$ cat src/rtl/gain_comb_pkg.sv
package gain_comb_pkg;

    localparam int CODE_W     = 5;
    localparam int GAIN_W     = 8;
    localparam int PROD_W     = 2 * GAIN_W;
    localparam int FULL_SCALE = (1 << GAIN_W) - 1;
    localparam int CODE_MAX   = (1 << CODE_W) - 1;
    localparam int SCL_W      = GAIN_W + CODE_W;

    typedef enum logic [1:0] {
        ST_IDLE,
        ST_MUL,
        ST_PREP,
        ST_DIV
    } gc_state_e;

    // Stage gain: full scale minus the code scaled onto the full-scale range.
    function automatic logic [GAIN_W-1:0] stage_gain(input logic [CODE_W-1:0] code);
        logic [SCL_W-1:0] scaled;
        logic [SCL_W-1:0] ratio;
        scaled = SCL_W'(code) * SCL_W'(FULL_SCALE);
        ratio  = scaled / SCL_W'(CODE_MAX);
        return GAIN_W'(SCL_W'(FULL_SCALE) - ratio);
    endfunction

endpackage

$ cat src/rtl/gain_comb_ctrl.sv
module gain_comb_ctrl
    import gain_comb_pkg::*;
#(
    parameter int STEPS = GAIN_W
) (
    input  logic clk,
    input  logic rst_n,
    input  logic load_i,
    output logic start_o,
    output logic mul_en_o,
    output logic prep_o,
    output logic div_en_o,
    output logic commit_o,
    output logic done_o
);

    localparam int CNT_W = (STEPS > 1) ? $clog2(STEPS) : 1;
    localparam logic [CNT_W-1:0] LAST = CNT_W'(STEPS - 1);

    gc_state_e        state_q, state_d;
    logic [CNT_W-1:0] cnt_q, cnt_d;
    logic             done_q;

    // State register
    always_ff @(posedge clk or negedge rst_n) begin
        if (!rst_n) begin
            state_q <= ST_IDLE;
            cnt_q   <= '0;
        end else begin
            state_q <= state_d;
            cnt_q   <= cnt_d;
        end
    end

    // Next state
    always_comb begin
        state_d = state_q;
        cnt_d   = cnt_q;
        unique case (state_q)
            ST_IDLE: begin
                cnt_d = '0;
                if (load_i) state_d = ST_MUL;
            end
            ST_MUL: begin
                if (cnt_q == LAST) begin
                    state_d = ST_PREP;
                    cnt_d   = '0;
                end else begin
                    cnt_d = cnt_q + 1'b1;
                end
            end
            ST_PREP: begin
                state_d = ST_DIV;
                cnt_d   = '0;
            end
            ST_DIV: begin
                if (cnt_q == LAST) begin
                    state_d = ST_IDLE;
                    cnt_d   = '0;
                end else begin
                    cnt_d = cnt_q + 1'b1;
                end
            end
            default: state_d = ST_IDLE;
        endcase
    end

    // Outputs
    always_comb begin
        start_o  = 1'b0;
        mul_en_o = 1'b0;
        prep_o   = 1'b0;
        div_en_o = 1'b0;
        commit_o = 1'b0;
        unique case (state_q)
            ST_IDLE: start_o  = load_i;
            ST_MUL:  mul_en_o = 1'b1;
            ST_PREP: prep_o   = 1'b1;
            ST_DIV: begin
                div_en_o = 1'b1;
                commit_o = (cnt_q == LAST);
            end
            default: ;
        endcase
    end

    always_ff @(posedge clk or negedge rst_n) begin
        if (!rst_n) done_q <= 1'b0;
        else        done_q <= commit_o;
    end
    assign done_o = done_q;

    AST_DONE_SINGLE: assert property (@(posedge clk) disable iff (!rst_n)
        done_q |=> !done_q);
    AST_DIV_TO_IDLE: assert property (@(posedge clk) disable iff (!rst_n)
        (state_q == ST_DIV && cnt_q == LAST) |=> (state_q == ST_IDLE && done_q));
    AST_MUL_NO_RESTART: assert property (@(posedge clk) disable iff (!rst_n)
        (state_q == ST_MUL && load_i) |=> (state_q == ST_MUL || state_q == ST_PREP));

endmodule

$ cat src/rtl/gain_comb_lane.sv
module gain_comb_lane
    import gain_comb_pkg::*;
(
    input  logic              clk,
    input  logic              rst_n,
    input  logic              start_i,
    input  logic              mul_en_i,
    input  logic              prep_i,
    input  logic              div_en_i,
    input  logic              commit_i,
    input  logic [CODE_W-1:0] code_a_i,
    input  logic [CODE_W-1:0] code_b_i,
    output logic [GAIN_W-1:0] gain_o
);

    localparam logic [GAIN_W:0] DIVISOR = (GAIN_W+1)'(FULL_SCALE);

    logic [PROD_W-1:0] mcand_q, acc_q;
    logic [GAIN_W-1:0] mplier_q, rem_q, low_q, quo_q, gain_q;
    logic [GAIN_W:0]   trial;
    logic              fits;

    assign trial = {rem_q, low_q[GAIN_W-1]};
    assign fits  = (trial >= DIVISOR);

    always_ff @(posedge clk or negedge rst_n) begin
        if (!rst_n) begin
            mcand_q  <= '0;
            mplier_q <= '0;
            acc_q    <= '0;
            rem_q    <= '0;
            low_q    <= '0;
            quo_q    <= '0;
            gain_q   <= GAIN_W'(FULL_SCALE);
        end else begin
            if (start_i) begin
                mcand_q  <= PROD_W'(stage_gain(code_a_i));
                mplier_q <= stage_gain(code_b_i);
                acc_q    <= '0;
            end
            if (mul_en_i) begin
                if (mplier_q[0]) acc_q <= acc_q + mcand_q;
                mcand_q  <= mcand_q << 1;
                mplier_q <= mplier_q >> 1;
            end
            if (prep_i) begin
                rem_q <= acc_q[PROD_W-1:GAIN_W];
                low_q <= acc_q[GAIN_W-1:0];
                quo_q <= '0;
            end
            if (div_en_i) begin
                rem_q <= fits ? GAIN_W'(trial - DIVISOR) : trial[GAIN_W-1:0];
                low_q <= low_q << 1;
                quo_q <= {quo_q[GAIN_W-2:0], fits};
            end
            if (commit_i) begin
                gain_q <= {quo_q[GAIN_W-2:0], fits};
            end
        end
    end

    assign gain_o = gain_q;

    AST_PROD_UPPER: assert property (@(posedge clk) disable iff (!rst_n)
        prep_i |-> (acc_q[PROD_W-1:GAIN_W] < GAIN_W'(FULL_SCALE)));
    AST_REM_RANGE: assert property (@(posedge clk) disable iff (!rst_n)
        div_en_i |-> (rem_q < GAIN_W'(FULL_SCALE)));

endmodule

$ cat src/rtl/gain_combiner.sv
module gain_combiner
    import gain_comb_pkg::*;
#(
    parameter int REG_W     = 16,
    parameter int LEFT_LSB  = 8,
    parameter int RIGHT_LSB = 0,
    parameter int MUTE_BIT  = 15
) (
    input  logic              clk,
    input  logic              rst_n,
    input  logic              load_i,
    input  logic [REG_W-1:0]  master_vol_i,
    input  logic [REG_W-1:0]  pcm_vol_i,
    output logic [GAIN_W-1:0] gain_l_o,
    output logic [GAIN_W-1:0] gain_r_o,
    output logic              mute_o,
    output logic              done_o
);

    localparam int NCH = 2;

    logic start, mul_en, prep, div_en, commit;
    logic mute_pend_q, mute_q;
    logic [GAIN_W-1:0] gain_w [NCH];
    logic unused_vol_bits;

    assign unused_vol_bits = ^{master_vol_i, pcm_vol_i};

    gain_comb_ctrl #(.STEPS(GAIN_W)) ctrl_i (
        .clk      (clk),
        .rst_n    (rst_n),
        .load_i   (load_i),
        .start_o  (start),
        .mul_en_o (mul_en),
        .prep_o   (prep),
        .div_en_o (div_en),
        .commit_o (commit),
        .done_o   (done_o)
    );

    for (genvar ch = 0; ch < NCH; ch++) begin : g_lane
        localparam int LSB = (ch == 0) ? LEFT_LSB : RIGHT_LSB;
        gain_comb_lane lane_i (
            .clk      (clk),
            .rst_n    (rst_n),
            .start_i  (start),
            .mul_en_i (mul_en),
            .prep_i   (prep),
            .div_en_i (div_en),
            .commit_i (commit),
            .code_a_i (master_vol_i[LSB +: CODE_W]),
            .code_b_i (pcm_vol_i[LSB +: CODE_W]),
            .gain_o   (gain_w[ch])
        );
    end

    always_ff @(posedge clk or negedge rst_n) begin
        if (!rst_n) begin
            mute_pend_q <= 1'b1;
            mute_q      <= 1'b1;
        end else begin
            if (start)  mute_pend_q <= master_vol_i[MUTE_BIT] | pcm_vol_i[MUTE_BIT];
            if (commit) mute_q      <= mute_pend_q;
        end
    end

    assign gain_l_o = gain_w[0];
    assign gain_r_o = gain_w[1];
    assign mute_o   = mute_q;

    AST_HOLD_LEFT: assert property (@(posedge clk) disable iff (!rst_n)
        !done_o |-> $stable(gain_l_o));
    AST_HOLD_RIGHT: assert property (@(posedge clk) disable iff (!rst_n)
        !done_o |-> $stable(gain_r_o));
    AST_HOLD_MUTE: assert property (@(posedge clk) disable iff (!rst_n)
        !done_o |-> $stable(mute_o));

endmodule

$ cat config.mk
export PLATFORM = sky130hd
export DESIGN_NAME = gain_combiner
export DESIGN_NICKNAME = d
export VERILOG_FILES = /design/src/rtl/gain_comb_pkg.sv /design/src/rtl/gain_comb_ctrl.sv /design/src/rtl/gain_comb_lane.sv /design/src/rtl/gain_combiner.sv
export SDC_FILE = /design/constraint.sdc
export NUM_CORES = 1
export LEC_CHECK = 0
export ABC_AREA = 1
export BUFFER_PORTS_ARGS = -buffer_cell sky130_fd_sc_hd__buf_2
export CAP_MARGIN = 20
export CORE_UTILIZATION = 47
export DETAILED_ROUTE_END_ITERATION = 8
export HOLD_SLACK_MARGIN = 0.02
export PLACE_DENSITY = 0.69
export SYNTH_ARGS = -nofsm -noshare
export SYNTH_HDL_FRONTEND = slang
export SYNTH_SLANG_ARGS = --single-unit
export TNS_END_PERCENT = 30
$ cat constraint.sdc
create_clock -name clk -period 3.15 [get_ports clk]
set_clock_uncertainty 0.15 [all_clocks]
set_input_delay 0.1575 -clock clk [delete_from_list [all_inputs] [get_ports clk]]
set_output_delay 0.1575 -clock clk [all_outputs]
set_load 0.03 [all_outputs]
==> flow_metrics.py, run 1 <==
metrics = {
    "sta": {
        "fin_setup_tns_ps": -68590,
        "post-route-min-period_ps": 6850,
        "hold_violations": 0,
        "fmax_mhz": 146,
        "fin_ws_ps": -3700,
        "tightest_slew_ps": 979,
        "finalMaxSlewViolations": 0,
        "relSlewSlack_pct": 34.3,
        "fin_crit_sh_pct": 218,
        "grt_setup_unrepaired": "true",
        "setup_violations": 40,
    },
    "drt": {
        "routed_wl_um": 46700,
        "post-route-drc-count": 0,
        "drt_iter0_markers": 890,
        "routedWlPerCell_um": 13.8,
        "num_vias": 17400,
        "ant_nets": 0,
        "drt_first_pass_iters": 5,
        "vias_per_cell": 5.17,
    },
    "clocking": {
        "cts_root_buffer": "clkbuf_16",
        "cts_tree": "done",
        "cts_sinks": 150,
        "path_clk_slew_ps": 70,
        "cts_inserted_buffers": 17,
        "htreeDepth": 4,
        "clk-insertion-delay-late_ps": 440,
        "clockBufferDepth": 2,
    },
    "global_route": {
        "use_met2_pct": 45.2,
        "grt_max_degree": 92,
        "grt-ovfl-total": 0,
        "grt.busiest_layer": "met2",
        "use_met3_pct": 3.26,
        "grt_pass1_wl_um": 74100,
        "antenna_found_initial": 0,
        "grt_pass1_vias": 17300,
        "track_usage_pct": 24.2,
        "grt.met1_usage_pct": 28.9,
    },
    "floorplan": {
        "core_area_mm2": 0.0345,
        "die_w_um": 189,
        "die-area_mm2": 0.0357,
        "die_y_um": 189,
        "num_rows": 68,
        "io_pins": 53,
        "start_util_pct": 47.7,
    },
    "critical_path": {
        "cp_data_arrival_time_ps": 7080,
        "cp_data_required_time_ps": 3380,
        "crit_path_end_kind": "register",
        "crit_type": "in -> reg",
        "crit_fanout": 6,
        "crit_slowest_cell": "fa_2",
        "cpPeakStageDelay_ps": 610,
        "path_common_cell": "nand2_2",
        "startpoint_type": "input port",
    },
    "yosys": {
        "synth_async_sr_flop_share_pct": 100,
        "yosys-top-cells-count": "517 x nand2_1, 388 x inv_1, 169 x nor2_1, 151 x nand3_1, 139 x ha_1",
        "ys.flop_type": "dfrtp_1",
        "netlist_area_mm2": 0.0164,
        "netlist_top_cells_area": "dfrtp_1 20%, nand2_1 12%, ha_1 11%",
        "ys_seq_area_share_pct": 23.0,
        "yosysTopAreaCell": "dfrtp_1",
        "syn_nets": 2553,
        "synth_top_area_share_pct": 20.1,
        "yosys_warnings": 0,
        "synth.distinct_cells": 64,
        "synth_enable_flop_cells": 0,
        "synth.most_common_cell": "nand2_1",
        "synthCells": 2333,
        "ys_ff_latch": 150,
        "avgSynthCellArea_um2": 7.05,
    },
    "cells_and_area": {
        "fill_cells": 2515,
        "multi_input_area_mm2": 0.0132,
        "drive_gt1_share_pct": 42.5,
        "seq_area_mm2": 0.00378,
        "antennaDiodeCount": 0,
        "syn2layout_area_growth_pct": 48.2,
        "final_cell_count_no_fill": 3372,
        "nets": 3124,
    },
    "placed_design": {
        "hpwlAfterDp_um": 31100,
        "place.port_buffers": 42,
        "dp.cells": 3223,
        "place_congestion": 0.898,
    },
    "outcome": {
        "violations": "setup timing",
        "status": "complete, but fails checks",
    },
    "job": {
        "drv_cap": 0,
    },
    "worst_hold_path": {
        "hold_path_class": "in -> async",
    },
}
==> cells in the final DEF (no fill, tap or decap), drive strengths merged, types with 32 or more instances in the layout <==
master / n
xor2: 34
o22ai: 42
o21ai: 154
buf: 586
nand3: 181
nand2: 624
nor2: 221
inv: 422
dfrtp: 132
ha: 139
a21oi: 92
fa: 46
o221ai: 32
nand4: 37
==> worst max-delay path, delay by kind of cell <==
kind	cells	cell delay, ps
buffers and inverters	8	940
adder cells (fa/ha/maj)	4	1910
XOR/XNOR	1	150
AND/OR/NAND/NOR	25	2820
AO/OA/AOI/OAI	5	1100
==> cell families (layout without fill, tap and decap cells) <==
| kind of cell | after synthesis | in the layout | share of synthesized area, % |
|---|---|---|---|
| AND/OR/NAND/NOR | 1094 | 1094 | 32.3 |
| buffers and inverters | 462 | 1046 | 10.6 |
| AO/OA/AOI/OAI | 391 | 391 | 14.9 |
| adder cells (fa/ha/maj) | 185 | 185 | 16.2 |
| flip-flops | 150 | 150 | 23.0 |
| XOR/XNOR | 48 | 48 | 2.83 |
| multiplexers | 3 | 3 | 0.183 |
==> layer usage <==
layer	part of all wire (%)	vias up
li1	-	8706
met1	42	8238
met2	53	373
met3	3.1	106
met4	2.1	0
met5	0	-
==> per-stage QoR <==
stage	area, um2	setup WS [ps]	hold WS, ps	utilization, %
after floorplan	16900	-3280	-288	-
after global placement	20800	-3750	145	60.3
after detailed placement	20800	-3910	149	60.3
after CTS	23200	-3320	260	67.4
after global routing	24400	-4180	299	70.7
final	24400	-3700	223	70.7
==> what timing repair did <==
action / CTS / global route
pin swaps: 201 / 200
cloned: 0 / 0
setup buffers: 75 / 41
hold buffers: 4 / 0
hold endpoints to repair: 93 / 0
endpoints found under the setup margin: 42 / 43
resized for setup: 294 / 203
==> layout make-up <==
cell class / count / share of cell area, %
clock inverter: 10 / 0.426
inverter: 424 / 6.65
tap: 455 / 2.34
sequential: 150 / 15.5
multi-input combinational: 1721 / 54.4
timing repair buffer: 590 / 18.6
clock buffer: 22 / 2.13
==> path summary, 6_finish.rpt <==
check | from | slack, ps | end | cells after the start
min in group clk | ctrl_i.cnt_q[0] | 300 | ctrl_i.cnt_q[0] | 1
max in group asynchronous | rst_n | 1690 | g_lane[0].lane_i.mcand_q[2] | 3
setup / recovery | master_vol_i[4] | -3700 | g_lane[1].lane_i.mcand_q[0] | 43
setup reg to reg | g_lane[1].lane_i.acc_q[2] | -460 | g_lane[1].lane_i.acc_q[15] | 26
hold / removal | rst_n | 220 | g_lane[1].lane_i.rem_q[4] | 2
hold reg to reg | ctrl_i.cnt_q[0] | 300 | ctrl_i.cnt_q[0] | 1
==> registers in the layout, summed over array words and instances (netlist names) <==
register / count
ctrl_i.cnt_q: 3
ctrl_i.done_o: 1
ctrl_i.state_q: 2
g_lane.lane_i.acc_q: 32
g_lane.lane_i.gain_o: 16
g_lane.lane_i.low_q: 16
g_lane.lane_i.mcand_q: 32
g_lane.lane_i.mplier_q: 16
g_lane.lane_i.quo_q: 14
g_lane.lane_i.rem_q: 16
mute_o: 1
mute_pend_q: 1
Power of run 1 is left out: the tool's default activity adds up to more than one toggle a clock period on the data nets, which glitch-free logic cannot reach.
==> run 2: changes to the inputs <==
--- a/config.mk
+++ b/config.mk
@@ -5,8 +5,7 @@
 export SDC_FILE = /design/constraint.sdc
 export NUM_CORES = 1
 export LEC_CHECK = 0
-export ABC_AREA = 1
-export BUFFER_PORTS_ARGS = -buffer_cell sky130_fd_sc_hd__buf_2
+export BUFFER_PORTS_ARGS = -buffer_cell sky130_fd_sc_hd__buf_4
 export CAP_MARGIN = 20
 export CORE_UTILIZATION = 47
 export DETAILED_ROUTE_END_ITERATION = 8
==> constraint.sdc (replaced) <==
create_clock -name clk -period 3.15 [get_ports clk]
set_clock_uncertainty 0.15 [all_clocks]
set_input_delay 0.1575 -clock clk [delete_from_list [all_inputs] [get_ports clk]]
set_output_delay 0.1575 -clock clk [all_outputs]
set_load 0.01 [all_outputs]
==> run 2 against run 1 <==
Effect of this change: the run still ends with setup timing left; synthesized cell count decreased by 9.9%; first-iteration DRC count up 15%; count of clock-buffer cells in the layout down 5; wire length up 15%; via count increased by 9.2%; sequential share of layout area shrank 0.90 points; sequential cell count unchanged; critical path depth shrank 15; die area is 5.5% higher; non-clock buffer count grew 153; design area grew 6.2%; setup slack worse by 300 ps; critical endpoint is now g_lane[1].lane_i.mplier_q[0]; largest cell class unchanged.
==> flow_metrics.py, run 2 <==
metrics = {
    "outcome": {
        "status": "complete, but fails checks",
        "violations": "setup timing",
    },
    "yosys": {
        "yosys_warnings": 0,
        "synth-simple-area-share_pct": 19.0,
        "synth-xor-area-share_pct": 4.80,
        "synth.distinct_cells": 118,
        "netlist_area_mm2": 0.0174,
        "synth_enable_flop_cells": 0,
        "netlist_top_cells_area": "dfrtp_1 19%, ha_1 10%, fa_1 5.3%",
        "ys.flop_type": "dfrtp_1",
        "syn_nets": 2321,
        "synthCells": 2101,
        "synth_top_family_by_area": "compound AO/OA/AOI/OAI gates",
        "yosys-mux-area-fraction_pct": 5.38,
        "synth_top_area_share_pct": 19.0,
        "yosys-top-cells-count": "225 x nand2_1, 181 x o21ai_0, 144 x a21oi_1, 139 x ha_1, 132 x dfrtp_1",
        "ys_ff_latch": 150,
        "avgSynthCellArea_um2": 8.26,
        "synth.most_common_cell": "nand2_1",
        "synth_fa_ha_area_share_pct": 15.4,
        "yosysTopAreaCell": "dfrtp_1",
        "ys_seq_area_share_pct": 21.8,
        "synth-compound-area-share_pct": 29.5,
        "synth_async_sr_flop_share_pct": 100,
    },
    "critical_path": {
        "timing.rr.end": "g_lane[1].lane_i.acc_q[14]",
        "crit_slowest_cell": "fa_2",
        "cp_data_arrival_time_ps": 7300,
        "crit_type": "in -> reg",
        "cp_data_required_time_ps": 3290,
        "timing.rr.start": "g_lane[1].lane_i.mcand_q[0]",
        "critPathBufInv": 5,
        "r2r_slack_ps": -320,
        "path_delay_family": "compound AO/OA/AOI/OAI gates",
        "reg2regPathDepth": 19,
        "path_depth": 28,
        "cpPeakStageDelay_ps": 610,
        "crit_fanout": 7,
        "startpoint_type": "input port",
        "crit_path_end_kind": "register",
    },
    "cells_and_area": {
        "antennaDiodeCount": 0,
        "nets": 3016,
        "drive_gt1_share_pct": 41.8,
        "fill_cells": 2730,
        "top_regs": "g_lane.lane_i.acc_q x32, g_lane.lane_i.mcand_q x32",
        "syn2layout_area_growth_pct": 49.1,
        "final_cell_mix": "701 x buf_4, 206 x nand2_1, 134 x o21ai_0",
        "postLayoutCellArea_mm2": 0.0259,
        "final_common_cell": "buf_4",
        "final_cell_count_no_fill": 3277,
    },
    "clocking": {
        "cts_root_buffer": "clkbuf_16",
        "htreeDepth": 4,
        "cts_tree": "done",
        "cts_sinks": 150,
        "clk-insertion-delay-late_ps": 430,
        "clockBufferDepth": 2,
        "path_clk_slew_ps": 70,
        "cts_inserted_buffers": 17,
    },
    "floorplan": {
        "die-area_mm2": 0.0377,
        "io_pins": 53,
        "num_rows": 70,
        "start_util_pct": 47.6,
        "die_y_um": 194,
        "die_w_um": 194,
        "core_area_mm2": 0.0364,
    },
    "placed_design": {
        "post_dp_cell_area_mm2": 0.0232,
        "place_congestion": 0.919,
        "dp.cells": 3169,
        "place.port_buffers": 42,
        "hpwlAfterDp_um": 40200,
    },
    "sta": {
        "hold_violations": 0,
        "setup_violations": 38,
        "fin_crit_sh_pct": 227,
        "tightest_slew_ps": 960,
        "fmax_mhz": 140,
        "finalMaxSlewViolations": 0,
        "relSlewSlack_pct": 35.8,
        "fin_setup_tns_ps": -77510,
        "grt_setup_unrepaired": "true",
        "fin_ws_ps": -4000,
        "post-route-min-period_ps": 7150,
    },
    "drt": {
        "drt_iter0_markers": 1026,
        "routedWlPerCell_um": 16.4,
        "drt_first_pass_iters": 6,
        "ant_nets": 0,
        "num_vias": 19000,
        "vias_per_cell": 5.81,
        "post-route-drc-count": 0,
        "routed_wl_um": 53900,
    },
    "job": {
        "drv_cap": 0,
    },
    "global_route": {
        "grt_pass1_vias": 18900,
        "grt_pass1_wl_um": 87000,
        "grt-ovfl-total": 0,
        "grt_max_degree": 80,
        "antenna_found_initial": 0,
        "track_usage_pct": 26.8,
    },
    "worst_hold_path": {
        "hold_path_class": "in -> async",
    },
}
run 2: cell types whose count changed after synthesis, moves of 39 or more:
cell / before / now
nand2_1: 517 / 225
inv_1: 388 / 110
nand3_1: 151 / 49
nand2_2: 86 / 0
o21ai_0: 115 / 181
a21oi_1: 79 / 144
mux2i_1: 3 / 57
xnor2_1: 13 / 63
nor3_1: 14 / 61
nor2_1: 169 / 130
run 2: cells by family after synthesis:
logic type / after synthesis
and+or+nand+nor: 664
xor gates and xnor gates: 95
muxes: 89
DFF: 150
AOI/OAI and AO/OA: 740
adders and majority gates: 186
buffers and inverters: 177
run 2: cell type report:
class                   instances  area (um2)  share of cell area, %
clock buffers                  17         425                   1.64
repair buffers                743        5770                   22.3
well taps                     468         586                   2.26
flip-flops and latches        150        3780                   14.6
clock inverters                15         156                  0.604
multi-input cells            1774       14700                   57.0
inverters                     110         415                   1.61
run 2: through the flow:
stage,worst slack [ps],hold slack (ps),util [%]
2_1_floorplan,-4080,-288,-
3_3_place_gp,-4390,105,63.7
3_5_place_dp,-4520,107,63.7
4_1_cts,-3800,185,68.1
5_1_grt,-4230,261,71.0
6_report,-4000,163,71.0
run 2: timing repair:
item	in CTS	in global routing
buffers inserted	38	42
pin swaps	109	80
setup endpoints to repair	40	40
resized for setup	164	164
endpoints found under the hold margin	76	0
hold buffers	4	0
run 2: per-layer routing:
metal / up-vias / part of all wire, % / global-route usage [%]
li1: 9217 / - / -
met1: 9298 / 45 / 34.6
met2: 392 / 51 / 48.0
met3: 116 / 2.5 / 2.04
met4: 0 / 2.3 / 7.23
met5: - / 0 / 0
run 2: worst reg2reg max path: cells and delay by family, from the launching register on:
kind | cells | cell delay [ps]
AOI/OAI and AO/OA | 12 | 1830
adders and majority gates | 2 | 580
DFF | 1 | 380
and+or+nand+nor | 2 | 150
xor gates and xnor gates | 1 | 140
buffers and inverters | 2 | 130
run 2: how the worst max path moves through the flow:
stage | from | endpoint | slack, ps
global placement | pcm_vol_i[12] | g_lane[0].lane_i.mplier_q[0] | -4390
detailed placement | pcm_vol_i[12] | g_lane[0].lane_i.mplier_q[0] | -4520
CTS | pcm_vol_i[10] | g_lane[0].lane_i.mplier_q[0] | -3800
global route | pcm_vol_i[4] | g_lane[1].lane_i.mplier_q[0] | -4230
finish | pcm_vol_i[4] | g_lane[1].lane_i.mplier_q[0] | -4000
floorplan | pcm_vol_i[12] | g_lane[0].lane_i.mplier_q[0] | -4080
Power of run 2 is left out for the same reason.
==> run 3: changes to the inputs <==
--- a/config.mk
+++ b/config.mk
@@ -8,9 +8,10 @@
 export BUFFER_PORTS_ARGS = -buffer_cell sky130_fd_sc_hd__buf_4
 export CAP_MARGIN = 20
 export CORE_UTILIZATION = 47
+export CTS_BUF_LIST = sky130_fd_sc_hd__clkbuf_4 sky130_fd_sc_hd__clkbuf_8
 export DETAILED_ROUTE_END_ITERATION = 8
 export HOLD_SLACK_MARGIN = 0.02
-export PLACE_DENSITY = 0.69
+export PLACE_DENSITY = 0.67
 export SYNTH_ARGS = -nofsm -noshare
 export SYNTH_HDL_FRONTEND = slang
 export SYNTH_SLANG_ARGS = --single-unit
==> constraint.sdc (replaced) <==
create_clock -name clk -period 8.9 [get_ports clk]
set_clock_uncertainty 0.15 [all_clocks]
set_input_delay 0.445 -clock clk [delete_from_list [all_inputs] [get_ports clk]]
set_output_delay 0.445 -clock clk [all_outputs]
set_load 0.01 [all_outputs]
==> run 3 against run 2 <==
Effect of this change: the flow now finishes without violations; final cell count decreased by 20%; via count decreased by 17%; hold slack got worse by 64 ps; setup slack improved by 4600 ps; critical endpoint is now g_lane[0].lane_i.mplier_q[0]; largest cell class unchanged; highest routed layer unchanged.
==> flow_metrics.py, run 3 (synthesis gave the netlist of run 2 again) <==
metrics = {
    "outcome": {
        "status": "completed",
    },
    "critical_path": {
        "startpoint_type": "input port",
        "crit_type": "in -> reg",
        "cp_data_arrival_time_ps": 8570,
        "crit_fanout": 8,
        "critPathBufInv": 4,
        "cp_data_required_time_ps": 9130,
        "crit_path_end_kind": "register",
        "path_common_cell": "fa_1",
        "path_depth": 31,
        "cpPeakStageDelay_ps": 650,
        "reg2regPathDepth": 19,
        "path_delay_family": "compound AO/OA/AOI/OAI gates",
        "crit_slowest_cell": "fa_1",
    },
    "placed_design": {
        "place_congestion": 0.914,
        "place.port_buffers": 42,
        "post_dp_cell_area_mm2": 0.0183,
        "hpwlAfterDp_um": 31700,
    },
    "cells_and_area": {
        "drive_gt1_share_pct": 11.3,
        "postLayoutCellArea_mm2": 0.0187,
        "seq_area_mm2": 0.00378,
        "fill_cells": 3477,
        "multi_input_area_mm2": 0.0129,
        "antennaDiodeCount": 0,
        "top_regs": "g_lane.lane_i.acc_q x32, g_lane.lane_i.mcand_q x32",
        "syn2layout_area_growth_pct": 7.72,
        "final_cell_mix": "224 x nand2_1, 181 x o21ai_0, 144 x a21oi_1",
        "final_common_cell": "nand2_1",
        "nets": 2355,
    },
    "sta": {
        "fin_setup_tns_ps": 0,
        "post-route-min-period_ps": 8340,
        "fmax_mhz": 120,
        "fin_crit_sh_pct": 93.7,
        "setup_violations": 0,
        "relSlewSlack_pct": 33.3,
        "finalMaxSlewViolations": 0,
        "hold_violations": 0,
        "grt_setup_unrepaired": "false",
        "tightest_slew_ps": 997,
    },
    "floorplan": {
        "die_w_um": 194,
        "start_util_pct": 47.6,
        "die-area_mm2": 0.0377,
        "io_pins": 53,
        "die_y_um": 194,
        "num_rows": 70,
        "core_area_mm2": 0.0364,
    },
    "drt": {
        "vias_per_cell": 6.06,
        "drt_iter0_markers": 1028,
        "post-route-drc-count": 0,
        "routedWlPerCell_um": 15.7,
        "drt_first_pass_iters": 5,
        "routed_wl_um": 41100,
        "num_vias": 15900,
        "ant_nets": 0,
    },
    "global_route": {
        "grt_max_degree": 96,
        "grt-ovfl-total": 0,
        "track_usage_pct": 21.7,
        "grt_pass1_wl_um": 70800,
        "antenna_found_initial": 0,
        "grt_pass1_vias": 15000,
    },
    "job": {
        "drv_cap": 0,
    },
    "worst_hold_path": {
        "hold_depth": 3,
        "hold_path_class": "in -> reg",
    },
    "clocking": {
        "cts_sinks": 150,
        "path_clk_slew_ps": 100,
        "clk-insertion-delay-late_ps": 470,
        "htreeDepth": 4,
        "cts_root_buffer": "clkbuf_8",
        "cts_inserted_buffers": 17,
        "cts_tree": "done",
        "clockBufferDepth": 2,
    },
}
## run 3: final timing paths
path | start | end | slack, ps
worst max-delay path | pcm_vol_i[10] | g_lane[0].lane_i.mplier_q[0] | 560
worst min-delay path | master_vol_i[15] | mute_pend_q | 100
worst max register to register | g_lane[0].lane_i.acc_q[1] | g_lane[0].lane_i.acc_q[15] | 5100
worst min register to register | ctrl_i.cnt_q[0] | ctrl_i.cnt_q[0] | 300
max in group asynchronous | rst_n | g_lane[1].lane_i.rem_q[3] | 6910
min in group asynchronous | rst_n | g_lane[0].lane_i.quo_q[6] | 420
## run 3: per-stage QoR
step                hold WS (ps)  setup WS (ps)  utilization [%]  std cells
detailed placement           286            155             50.1       2583
global route                86.7           42.2             51.3       2616
floorplan                 -0.591            959                -       2101
CTS                         62.3            595             51.3       2616
finish                      99.0            560             51.3       2616
global placement             272            314             50.1       2583
## run 3: layer usage
| layer | vias up | wire, um | global-route usage, % |
|---|---|---|---|
| li1 | 7899 | - | - |
| met1 | 7583 | 20000 | 30.2 |
| met2 | 336 | 19300 | 36.7 |
| met3 | 45 | 1270 | 2.07 |
| met4 | 0 | 455 | 4.29 |
| met5 | - | 0 | 0 |
## run 3: repair_timing
item,4_1_cts,5_1_grt
setup buffers,0,0
endpoints found under the hold margin,86,0
gates resized for setup,0,3
setup endpoints to repair,0,2
hold buffers,1,0
## run 3: worst register-to-register path: cells and delay by family, from the launching register on
kind	cells	cell delay (ps)
AO/OA/AOI/OAI	16	2480
flip-flops	1	420
adder cells (fa/ha/maj)	1	310
XOR/XNOR	1	180
AND/OR/NAND/NOR	1	100
## run 3: final cells by class
| class | instances | share of cell area [%] |
|---|---|---|
| Clock buffer | 17 | 1.25 |
| Sequential cell | 150 | 20.2 |
| Timing Repair Buffer | 82 | 3.33 |
| Inverter | 110 | 2.21 |
| Multi-Input combinational cell | 1774 | 68.9 |
| Tap cell | 468 | 3.13 |
| Clock inverter | 15 | 0.951 |
Power of run 3 is left out for the same reason.
